==> src/rtl/irs_pkg.sv <==
package irs_pkg;
   typedef enum logic [2:0] {
      KIND_OTHER = 3'd0,
      KIND_EI    = 3'd1,
      KIND_DI    = 3'd2,
      KIND_RST   = 3'd3,
      KIND_HLT   = 3'd4
   } kind_t;

   typedef enum logic [2:0] {
      ST_IDLE = 3'd0,
      ST_HALT = 3'd1,
      ST_PHI  = 3'd2,
      ST_PLO  = 3'd3,
      ST_JMP  = 3'd4
   } seq_state_t;
endpackage

==> src/rtl/irs_gate.sv <==
module irs_gate
   import irs_pkg::*;
(
   input  logic  clk,
   input  logic  rst_n,
   input  logic  instr_done,
   input  kind_t kind,
   input  logic  irq_req,
   input  logic  accept,
   input  logic  ack,
   output logic  ie,
   output logic  take
);
   logic ie_q, pend_q;
   logic di_now, ei_now, pend_any;

   assign di_now   = instr_done && (kind == KIND_DI);
   assign ei_now   = instr_done && (kind == KIND_EI);
   assign pend_any = pend_q | irq_req;
   // enable register is read before this boundary's own EI lands
   assign take     = ie_q && pend_any && !di_now;
   assign ie       = ie_q;

   always_ff @(posedge clk or negedge rst_n) begin
      if (!rst_n) begin
         ie_q   <= 1'b0;
         pend_q <= 1'b0;
      end else begin
         if (accept)      ie_q <= 1'b0;
         else if (ei_now) ie_q <= 1'b1;
         else if (di_now) ie_q <= 1'b0;
         pend_q <= ack ? 1'b0 : pend_any;
      end
   end

   AST_ACCEPT_CLEARS_IE: assert property (@(posedge clk) disable iff (!rst_n)
      accept |=> !ie_q);
   AST_ACCEPT_NEEDS_IE: assert property (@(posedge clk) disable iff (!rst_n)
      accept |-> ie_q);
   AST_DI_CLEARS_IE: assert property (@(posedge clk) disable iff (!rst_n)
      di_now |=> !ie_q);
   AST_DI_BLOCKS: assert property (@(posedge clk) disable iff (!rst_n)
      di_now |-> !accept);
   AST_EI_SETS_IE: assert property (@(posedge clk) disable iff (!rst_n)
      (ei_now && !accept) |=> ie_q);
endmodule

==> src/rtl/irs_vec_target.sv <==
module irs_vec_target #(
   parameter int ADDR_W     = 16,
   parameter int VEC_W      = 8,
   parameter int NUM_RST    = 8,
   parameter int RST_STRIDE = 8,
   parameter int VEC_MODE   = 0,
   localparam int IDX_W     = $clog2(NUM_RST),
   localparam int STRIDE_SH = $clog2(RST_STRIDE)
) (
   input  logic [IDX_W-1:0]  rst_num,
   input  logic [VEC_W-1:0]  vec,
   output logic [ADDR_W-1:0] rst_addr,
   output logic [ADDR_W-1:0] vec_addr
);
   if ((1 << STRIDE_SH) != RST_STRIDE) begin : g_bad_stride
      $error("restart stride must be a power of two");
   end
   if (VEC_W > ADDR_W) begin : g_bad_vec
      $error("vector wider than address");
   end

   assign rst_addr = {{(ADDR_W-IDX_W){1'b0}}, rst_num} << STRIDE_SH;

   if (VEC_MODE == 0) begin : g_vec_direct
      // device byte is the low part of the handler address
      assign vec_addr = {{(ADDR_W-VEC_W){1'b0}}, vec};
   end else begin : g_vec_restart
      // device byte carries a restart number in the stride field
      logic [IDX_W-1:0] vidx;
      assign vidx     = vec[STRIDE_SH +: IDX_W];
      assign vec_addr = {{(ADDR_W-IDX_W){1'b0}}, vidx} << STRIDE_SH;
   end
endmodule

==> src/rtl/irs_push_seq.sv <==
module irs_push_seq
   import irs_pkg::*;
#(
   parameter int ADDR_W = 16,
   parameter int DATA_W = 8,
   localparam int STEP  = 1
) (
   input  logic              clk,
   input  logic              rst_n,
   input  logic              instr_done,
   input  kind_t             kind,
   input  logic [ADDR_W-1:0] next_pc,
   input  logic [ADDR_W-1:0] sp_cur,
   input  logic              take,
   input  logic [ADDR_W-1:0] rst_addr,
   input  logic [ADDR_W-1:0] vec_addr,
   output logic              accept,
   output logic              int_ack,
   output logic              halted,
   output logic              busy,
   output logic              mem_we,
   output logic [ADDR_W-1:0] mem_addr,
   output logic [DATA_W-1:0] mem_wdata,
   output logic              sp_load,
   output logic [ADDR_W-1:0] sp_next,
   output logic              pc_load,
   output logic [ADDR_W-1:0] pc_target
);
   seq_state_t        st_q;
   logic [ADDR_W-1:0] ret_q, sp_q, tgt_q;
   logic              is_int_q;
   logic              start_rst, idle_take, halt_take, go_halt;

   assign start_rst = (st_q == ST_IDLE) && instr_done && (kind == KIND_RST);
   assign idle_take = (st_q == ST_IDLE) && instr_done && (kind != KIND_RST) && take;
   assign halt_take = (st_q == ST_HALT) && take;
   assign go_halt   = (st_q == ST_IDLE) && instr_done && (kind == KIND_HLT) && !take;
   assign accept    = idle_take || halt_take;

   always_ff @(posedge clk or negedge rst_n) begin
      if (!rst_n) begin
         st_q     <= ST_IDLE;
         ret_q    <= '0;
         sp_q     <= '0;
         tgt_q    <= '0;
         is_int_q <= 1'b0;
      end else begin
         unique case (st_q)
            ST_IDLE: begin
               if (start_rst || idle_take) begin
                  st_q     <= ST_PHI;
                  ret_q    <= next_pc;
                  sp_q     <= sp_cur;
                  tgt_q    <= rst_addr;
                  is_int_q <= idle_take;
               end else if (go_halt) begin
                  st_q  <= ST_HALT;
                  ret_q <= next_pc;
               end
            end
            ST_HALT: begin
               if (halt_take) begin
                  st_q     <= ST_PHI;
                  sp_q     <= sp_cur;
                  is_int_q <= 1'b1;
               end
            end
            ST_PHI: st_q <= ST_PLO;
            ST_PLO: begin
               st_q <= ST_JMP;
               if (is_int_q) tgt_q <= vec_addr;
            end
            ST_JMP:  st_q <= ST_IDLE;
            default: st_q <= ST_IDLE;
         endcase
      end
   end

   always_comb begin
      mem_we    = (st_q == ST_PHI) || (st_q == ST_PLO);
      mem_addr  = (st_q == ST_PHI) ? sp_q - ADDR_W'(STEP) : sp_q - ADDR_W'(2*STEP);
      mem_wdata = (st_q == ST_PHI) ? ret_q[ADDR_W-1 -: DATA_W] : ret_q[DATA_W-1:0];
      int_ack   = (st_q == ST_PHI) && is_int_q;
      sp_load   = (st_q == ST_JMP);
      sp_next   = sp_q - ADDR_W'(2*STEP);
      pc_load   = (st_q == ST_JMP);
      pc_target = tgt_q;
      halted    = (st_q == ST_HALT);
      busy      = (st_q == ST_PHI) || (st_q == ST_PLO) || (st_q == ST_JMP);
   end

   AST_PUSH_ORDER: assert property (@(posedge clk) disable iff (!rst_n)
      (st_q == ST_PHI) |=> (mem_we && mem_addr == $past(mem_addr) - ADDR_W'(STEP)));
   AST_SP_AFTER_PUSH: assert property (@(posedge clk) disable iff (!rst_n)
      sp_load |-> (sp_next == $past(mem_addr) && $past(mem_we)));
   AST_JUMP_AFTER_PUSH: assert property (@(posedge clk) disable iff (!rst_n)
      pc_load |-> $past(mem_we, 2));
   AST_HALT_HOLDS: assert property (@(posedge clk) disable iff (!rst_n)
      (halted && !take) |=> halted);
   AST_ACK_ONE_CYCLE: assert property (@(posedge clk) disable iff (!rst_n)
      int_ack |=> !int_ack);
endmodule

==> src/rtl/irq_restart_seq.sv <==
module irq_restart_seq
   import irs_pkg::*;
#(
   parameter int ADDR_W     = 16,
   parameter int DATA_W     = 8,
   parameter int NUM_RST    = 8,
   parameter int RST_STRIDE = 8,
   parameter int VEC_MODE   = 0,
   localparam int IDX_W     = $clog2(NUM_RST)
) (
   input  logic              clk,
   input  logic              rst_n,
   input  logic              instr_done,
   input  logic [2:0]        instr_kind,
   input  logic [IDX_W-1:0]  rst_num,
   input  logic [ADDR_W-1:0] next_pc,
   input  logic [ADDR_W-1:0] sp_cur,
   input  logic              irq_req,
   input  logic [DATA_W-1:0] vec_byte,
   output logic              int_ack,
   output logic              int_en,
   output logic              halted,
   output logic              busy,
   output logic              mem_we,
   output logic [ADDR_W-1:0] mem_addr,
   output logic [DATA_W-1:0] mem_wdata,
   output logic              sp_load,
   output logic [ADDR_W-1:0] sp_next,
   output logic              pc_load,
   output logic [ADDR_W-1:0] pc_target
);
   if (ADDR_W != 2*DATA_W) begin : g_bad_width
      $error("return address must be exactly two stack bytes");
   end

   kind_t             kind;
   logic              take, accept;
   logic [ADDR_W-1:0] rst_addr, vec_addr;

   assign kind = kind_t'(instr_kind);

   irs_gate u_gate (
      .clk(clk), .rst_n(rst_n), .instr_done(instr_done), .kind(kind),
      .irq_req(irq_req), .accept(accept), .ack(int_ack),
      .ie(int_en), .take(take)
   );

   irs_vec_target #(
      .ADDR_W(ADDR_W), .VEC_W(DATA_W), .NUM_RST(NUM_RST),
      .RST_STRIDE(RST_STRIDE), .VEC_MODE(VEC_MODE)
   ) u_tgt (
      .rst_num(rst_num), .vec(vec_byte),
      .rst_addr(rst_addr), .vec_addr(vec_addr)
   );

   irs_push_seq #(.ADDR_W(ADDR_W), .DATA_W(DATA_W)) u_seq (
      .clk(clk), .rst_n(rst_n), .instr_done(instr_done), .kind(kind),
      .next_pc(next_pc), .sp_cur(sp_cur), .take(take),
      .rst_addr(rst_addr), .vec_addr(vec_addr),
      .accept(accept), .int_ack(int_ack), .halted(halted), .busy(busy),
      .mem_we(mem_we), .mem_addr(mem_addr), .mem_wdata(mem_wdata),
      .sp_load(sp_load), .sp_next(sp_next),
      .pc_load(pc_load), .pc_target(pc_target)
   );

   AST_RESTART_ALIGNED: assert property (@(posedge clk) disable iff (!rst_n)
      (pc_load && !$past(int_ack, 2)) |->
      (pc_target % RST_STRIDE == 0 && pc_target < ADDR_W'(NUM_RST*RST_STRIDE)));
endmodule

==> config.mk <==
export PLATFORM = sky130hd
export DESIGN_NAME = irq_restart_seq
export DESIGN_NICKNAME = d
export VERILOG_FILES = /design/src/rtl/irs_pkg.sv /design/src/rtl/irs_gate.sv /design/src/rtl/irs_vec_target.sv /design/src/rtl/irs_push_seq.sv /design/src/rtl/irq_restart_seq.sv
export SDC_FILE = /design/constraint.sdc
export NUM_CORES = 1
export LEC_CHECK = 0
export BUFFER_PORTS_ARGS = -buffer_cell sky130_fd_sc_hd__buf_2
export CAP_MARGIN = 20
export CELL_PAD_IN_SITES_DETAIL_PLACEMENT = 0
export CELL_PAD_IN_SITES_GLOBAL_PLACEMENT = 2
export CORE_ASPECT_RATIO = 0.6
export CORE_UTILIZATION = 32
export CTS_CLUSTER_DIAMETER = 40
export DETAILED_ROUTE_END_ITERATION = 7
export PLACE_DENSITY = 0.93
export SLEW_MARGIN = 20
export SYNTH_ARGS = -nofsm -noshare
export SYNTH_HDL_FRONTEND = slang
export SYNTH_SLANG_ARGS = --single-unit
==> constraint.sdc <==
create_clock -name clk -period 6 [get_ports clk]
set_input_delay 1.2 -clock clk [delete_from_list [all_inputs] [get_ports clk]]
set_output_delay 1.2 -clock clk [all_outputs]
set_load 0.01 [all_outputs]
Word-level counts from Yosys, hierarchy flattened
Index checks and enable logic that the tools add are counted.
{ "word_totals": {"register_bits": 54, "out_inout_bits": 63, "in_bits": 50, "word_cells": 71} }
{ "classes": {"add_sub_neg": 2, "n_eq_ne": 13, "n_reduce_logical": 27, "muxes": 21, "bitwise": 1} }
{ "op_table": {"columns": ["op", "n"], "rows": [
  ["two-way mux 16 bit", 7],
  ["one-hot mux 16 bit (2 select lines)", 2],
  ["subtractor 16 x 1 -> 16 bit (second input constant)", 1],
  ["subtractor 16 x 2 -> 16 bit (second input constant)", 1],
  ["== test 3 x 2 -> 1 bit (second input constant)", 4],
  ["logical AND 1 bit", 12],
  ["one-hot mux 3 bit (4 select lines)", 1],
  ["two-way mux 3 bit", 3],
  ["two-way mux 8 bit", 1],
  ["== test 3 x 1 -> 1 bit (second input constant)", 2],
  ["== test 3 bit (second input constant)", 2],
  ["two-way mux 1 bit", 6],
  ["!= test 3 x 2 -> 1 bit (second input constant)", 2],
  ["AND reduction 3 bit", 2],
  ["nonzero test 2 bit", 3],
  ["logical OR 1 bit", 4],
  ["!= test 2 x 1 -> 1 bit (second input constant)", 2],
  ["AND reduction 2 bit", 2],
  ["zero test 3 bit", 1],
  ["nonzero test 3 bit", 1],
  ["zero test 1 bit", 2],
  ["!= test 2 bit (second input constant)", 1],
  ["one-hot mux 1 bit (2 select lines)", 1],
  ["bitwise OR 1 bit", 1]
]} }

Depth between registers and ports, before layout
{ "logic_depth": {"word_depth": 9, "depth_mapped": 7, "ltp_nobuf": 6} }

Modules after synthesis
Synthesis repeated with hierarchy kept, for this count alone.
{ "hier_totals": {"hier_cells": 290, "area_unflattened_um2": 3340.7} }
{ "modules_own_cells": {"columns": ["module", "cells_per_inst", "area_each_um2", "n_inst"], "rows": [
  ["irs_push_seq", 247, 2994.1, 1],
  ["irs_vec_target", 33, 244.0, 1],
  ["irs_gate", 10, 102.6, 1]
]} }

Least setup slack after synthesis
Ideal clock, no wire load.
{ "synth_timing": {"kind": "register to output", "startpoint": "register u_seq.sp_q[1]", "endpoint": "output port mem_addr[15]", "n_path_buf": 0, "path_stages_with_launch": 7, "setup_slack_ns": 2.877, "t_required_ns": 4.800, "t_arrival_ns": 1.923, "path_cell_list": "dfrtp_1 > inv_1 > ha_1 > or4b_4 > nor4_4 > nand2_1 > xnor2_1"} }
{ "synth_between": {"elab_chain_cells": 2, "word_cells_on_any_way": 3, "classes_between": "2 x add/sub; 1 x mux"} }
{ "synth_rtl": {"columns": ["item", "line_no", "text"], "rows": [
  ["start, declared", "irs_push_seq.sv:30", "logic [ADDR_W-1:0] ret_q, sp_q, tgt_q;"],
  ["start signal, assigned", "irs_push_seq.sv:53", "sp_q <= sp_cur;"],
  ["start signal, assigned", "irs_push_seq.sv:64", "sp_q <= sp_cur;"],
  ["subtractor 16 x 2 -> 16 bit or subtractor 16 x 1 -> 16 bit (tied branches)", "irs_push_seq.sv:81", "mem_addr = (st_q == ST_PHI) ? sp_q - ADDR_W'(STEP) : sp_q - ADDR_W'(2*STEP);"],
  ["two-way mux 16 bit *", "irs_push_seq.sv:81", null],
  ["end, declared", "irq_restart_seq.sv:25", "output logic [ADDR_W-1:0] mem_addr,"]
]} }
Mark *: on every way between the ends. The rest lies on a longest branch, timed or not.

Worst setup path after layout
{ "layout_timing": {"startpoint": "register u_seq.sp_q[1]", "endpoint": "output port mem_addr[13]"} }
Same word-level chain as after synthesis.

==> summary.txt <==
Place
  • Placement-stage cell area: 0.00341 mm2
  • Routability congestion estimate from global placement: 0.726
  • Hpwl dp: 4980 um
  • PortBufs: 104
  • Inst Count DP: 456
  • Dpl ws: 2.74 ns

Power
  • Total power: 1.92 mW
  • Pwr dens: 539 mW/mm2
  • Pleak: 1.76 nW
  • VDD IR-drop max: 0.144 mV

Clocking
  • Post-CTS Setup Bufs: 0
  • Clock tree sinks: 46
  • Num CTS Buffers: 5
  • Post-CTS Resized: 0
  • Hold-fix buffers, CTS: 0
  • Clk slew on worst S/H paths: 0.06 ns
  • H-Tree Depth: 2
  • Root Buffer: clkbuf_16
  • Clk buf depth: 2
  • Clk Latency, worst-skew pair: 0.28 ns
  • CTS tree: done

Worst setup path
  • R2R cell count: 4
  • Worst setup SP type: register
  • Critical path startpoint: u_seq.sp_q[1]$_DFFE_PN0P_
  • Critical path endpoint category: primary output
  • Reg2reg start: u_seq.st_q[1]$_DFFE_PN0P_
  • Setup CP Type: register to primary output
  • Arr. time, crit path: 2.35 ns
  • Worst r2r dst: u_seq.pc_target[3]$_DFFE_PN0P_
  • Critical-path maximum fanout: 7
  • R2R Setup Slk: 3.79 ns
  • Critical Path RT: 4.80 ns
  • Crit path to: mem_addr[13]

Cells and area
  • Register area: 0.00115 mm2
  • N_diodes: 0
  • Fin cells: 464
  • Fillcell total: 871
  • Final Instance Area: 0.00356 mm2
  • Commonest non-fill, non-tap cell in the layout: buf_2
  • Area Growth Syn to Fin: 24.0%
  • Share of layout cells above drive strength 1: 49.1%
  • Layout net count: 404
  • Most frequent cells in the layout: buf_2 (103), dfrtp_1 (46), mux2_2 (25), mux2_4 (22), nand2_1 (21)
  • Area taken by multi-input logic gates: 0.00155 mm2

Status
  • Run status: finished clean

Floorplanning
  • Die X-Extent: 124 um
  • Starting Density: 33.4%
  • Die footprint: 0.00936 mm2
  • I/O pin cnt: 113
  • Core area: 0.00859 mm2
  • Row count: 26
  • Chip Height: 75.3 um

Yosys
  • Flops & latches, synth: 46
  • Mapped cell area: 0.00287 mm2
  • Yosys top cell by area: dfrtp_1
  • Top post-synthesis cells by area: dfrtp_1 (40%), mux2_4 (12%), mux2_2 (9.8%), xnor2_1 (6.1%), buf_4 (2.9%)
  • Share of the synthesized area in the top cell type: 40.1%
  • Syn Inst Count: 253
  • Ys async rst share: 100%
  • Main flop type after synthesis: dfrtp_1
  • Syn. warnings: 0
  • Post-synth EDFFs: 0
  • Syn Area/Cell: 11.3 um2
  • Synth unique cells: 46
  • Register area share after synthesis: 40.1%

Drt
  • Initial DRT Pass Iterations: 4
  • Routed Antenna Nets: 0
  • Total number of vias: 2,133
  • Routed vias/inst: 4.60
  • Final wirelength: 6550 um
  • Routed WL per cell: 14.1 um
  • Number of DRC markers in iteration 0: 123
  • DR DRC count: 0

STA
  • Final Hold Vio Count: 0
  • Slew headroom: 48.8%
  • Tmin final: 3.55 ns
  • RSZ-0062 raised after global routing: no
  • Setup-failing EPs final: 0
  • Slew of the pin with the lowest slew margin: 0.768 ns
  • Fmax: 282 MHz
  • Crit share post-route: 59.1%
  • Worst Slack Setup Final: 2.45 ns
  • Setup_tns: 0 ns
  • Max Clock Skew: 0.00534 ns
  • Slew Limit Fails: 0

Global routing
  • Grt total ovfl: 0
  • Vias in the first global route: 1,897
  • GRT Util Overall: 13.9%
  • First-pass GRT wire length: 10,200 um
  • Largest net degree at the start of global routing: 47
  • Initial antenna violation count: 0

Worst hold path
  • Min-delay worst type: register to register

Run
  • Maxcap violations: 0
-- stage by stage --
step,utilization [%],hold WS [ns]
3_5_place_dp,39.7,0.489
5_1_grt,41.4,0.524
4_1_cts,41.4,0.508
2_1_floorplan,-,0.461
3_3_place_gp,39.7,0.482
6_report,41.4,0.506
-- per-layer routing --
metal | global-route usage, % | vias to the layer above | wire (um)
met1 | 21.0 | 1033 | 3370
met5 | 0 | - | 0
met2 | 20.2 | 53 | 2850
li1 | - | 1043 | -
met4 | 3.21 | 0 | 51
met3 | 2.74 | 4 | 277
-- flip-flops by register name, summed over array words and instances (netlist names) --
name and cells:
u_gate.ie 1, u_gate.pend_q 1, u_seq.is_int_q 1, u_seq.st_q 3, u_seq.ret_q 16, u_seq.sp_q 16
u_seq.pc_target 8
-- cells by family (layout without fill, tap and decap cells) --
group | Yosys count | in the layout | synth area share [%]
adders and majority gates | 3 | 3 | 1.31
buffers and inverters | 32 | 124 | 6.85
DFF | 46 | 46 | 40.1
other | 1 | 8 | 0.131
muxes | 52 | 52 | 23.1
and+or+nand+nor | 75 | 75 | 15.8
AOI/OAI and AO/OA | 17 | 17 | 4.45
xor gates and xnor gates | 27 | 27 | 8.25
-- cell type report --
type	instances	area share, %
clock buffer	7	4.01
clock inverter	1	0.141
inverter	11	1.16
multi-input combinational	182	43.5
sequential	46	32.4
tap	112	3.94
timing repair buffer	105	14.9
-- critical path: stages (launching register included) --
cell and delay (ns):
dfrtp_1 0.39, inv_1 0.20, ha_1 0.26, or4b_4 0.54, nor3_1 0.25, nand3_1 0.13
xnor2_1 0.15, buf_2 0.15
-- report_power, final --
group / internal (mW) / leakage (nW) / switching, mW
clock network: 0.165 / 0.0739 / 0.113
logic: 0.528 / 1.12 / 0.474
registers: 0.460 / 0.559 / 0.178
-- cells in the mapped netlist (2+ instances only) --
| library cell | count |
|---|---|
| xnor2_1 | 20 |
| nor3_1 | 3 |
| dfrtp_1 | 46 |
| inv_1 | 11 |
| mux2_2 | 25 |
| mux2i_1 | 5 |
| o21ai_1 | 3 |
| and2_1 | 3 |
| nand3_1 | 7 |
| nor3b_2 | 2 |
| buf_2 | 4 |
| or4_1 | 2 |
| buf_4 | 11 |
| xor2_1 | 7 |
| or2_2 | 2 |
| mux2_4 | 22 |
| nor4_2 | 2 |
| nor4bb_1 | 2 |
| nand2_1 | 21 |
| nor2_1 | 16 |
| ha_1 | 3 |
| a21oi_1 | 7 |
| clkbuf_1 | 2 |
| buf_6 | 4 |
| nor2b_1 | 2 |
-- worst min path at each step --
stage	to	slack [ns]	from	cells past startpoint
global route	u_gate.pend_q$_DFF_PN0_	0.52	u_gate.pend_q$_DFF_PN0_	2
CTS	u_seq.ret_q[1]$_DFFE_PN0P_	0.51	u_seq.ret_q[1]$_DFFE_PN0P_	1
detailed placement	u_seq.ret_q[10]$_DFFE_PN0P_	0.49	u_seq.ret_q[10]$_DFFE_PN0P_	1
floorplan	u_gate.pend_q$_DFF_PN0_	0.46	u_gate.pend_q$_DFF_PN0_	2
finish	u_seq.ret_q[4]$_DFFE_PN0P_	0.51	u_seq.ret_q[4]$_DFFE_PN0P_	1
global placement	u_gate.pend_q$_DFF_PN0_	0.48	u_gate.pend_q$_DFF_PN0_	2
No activity file was read; power rests on OpenSTA's default activity.
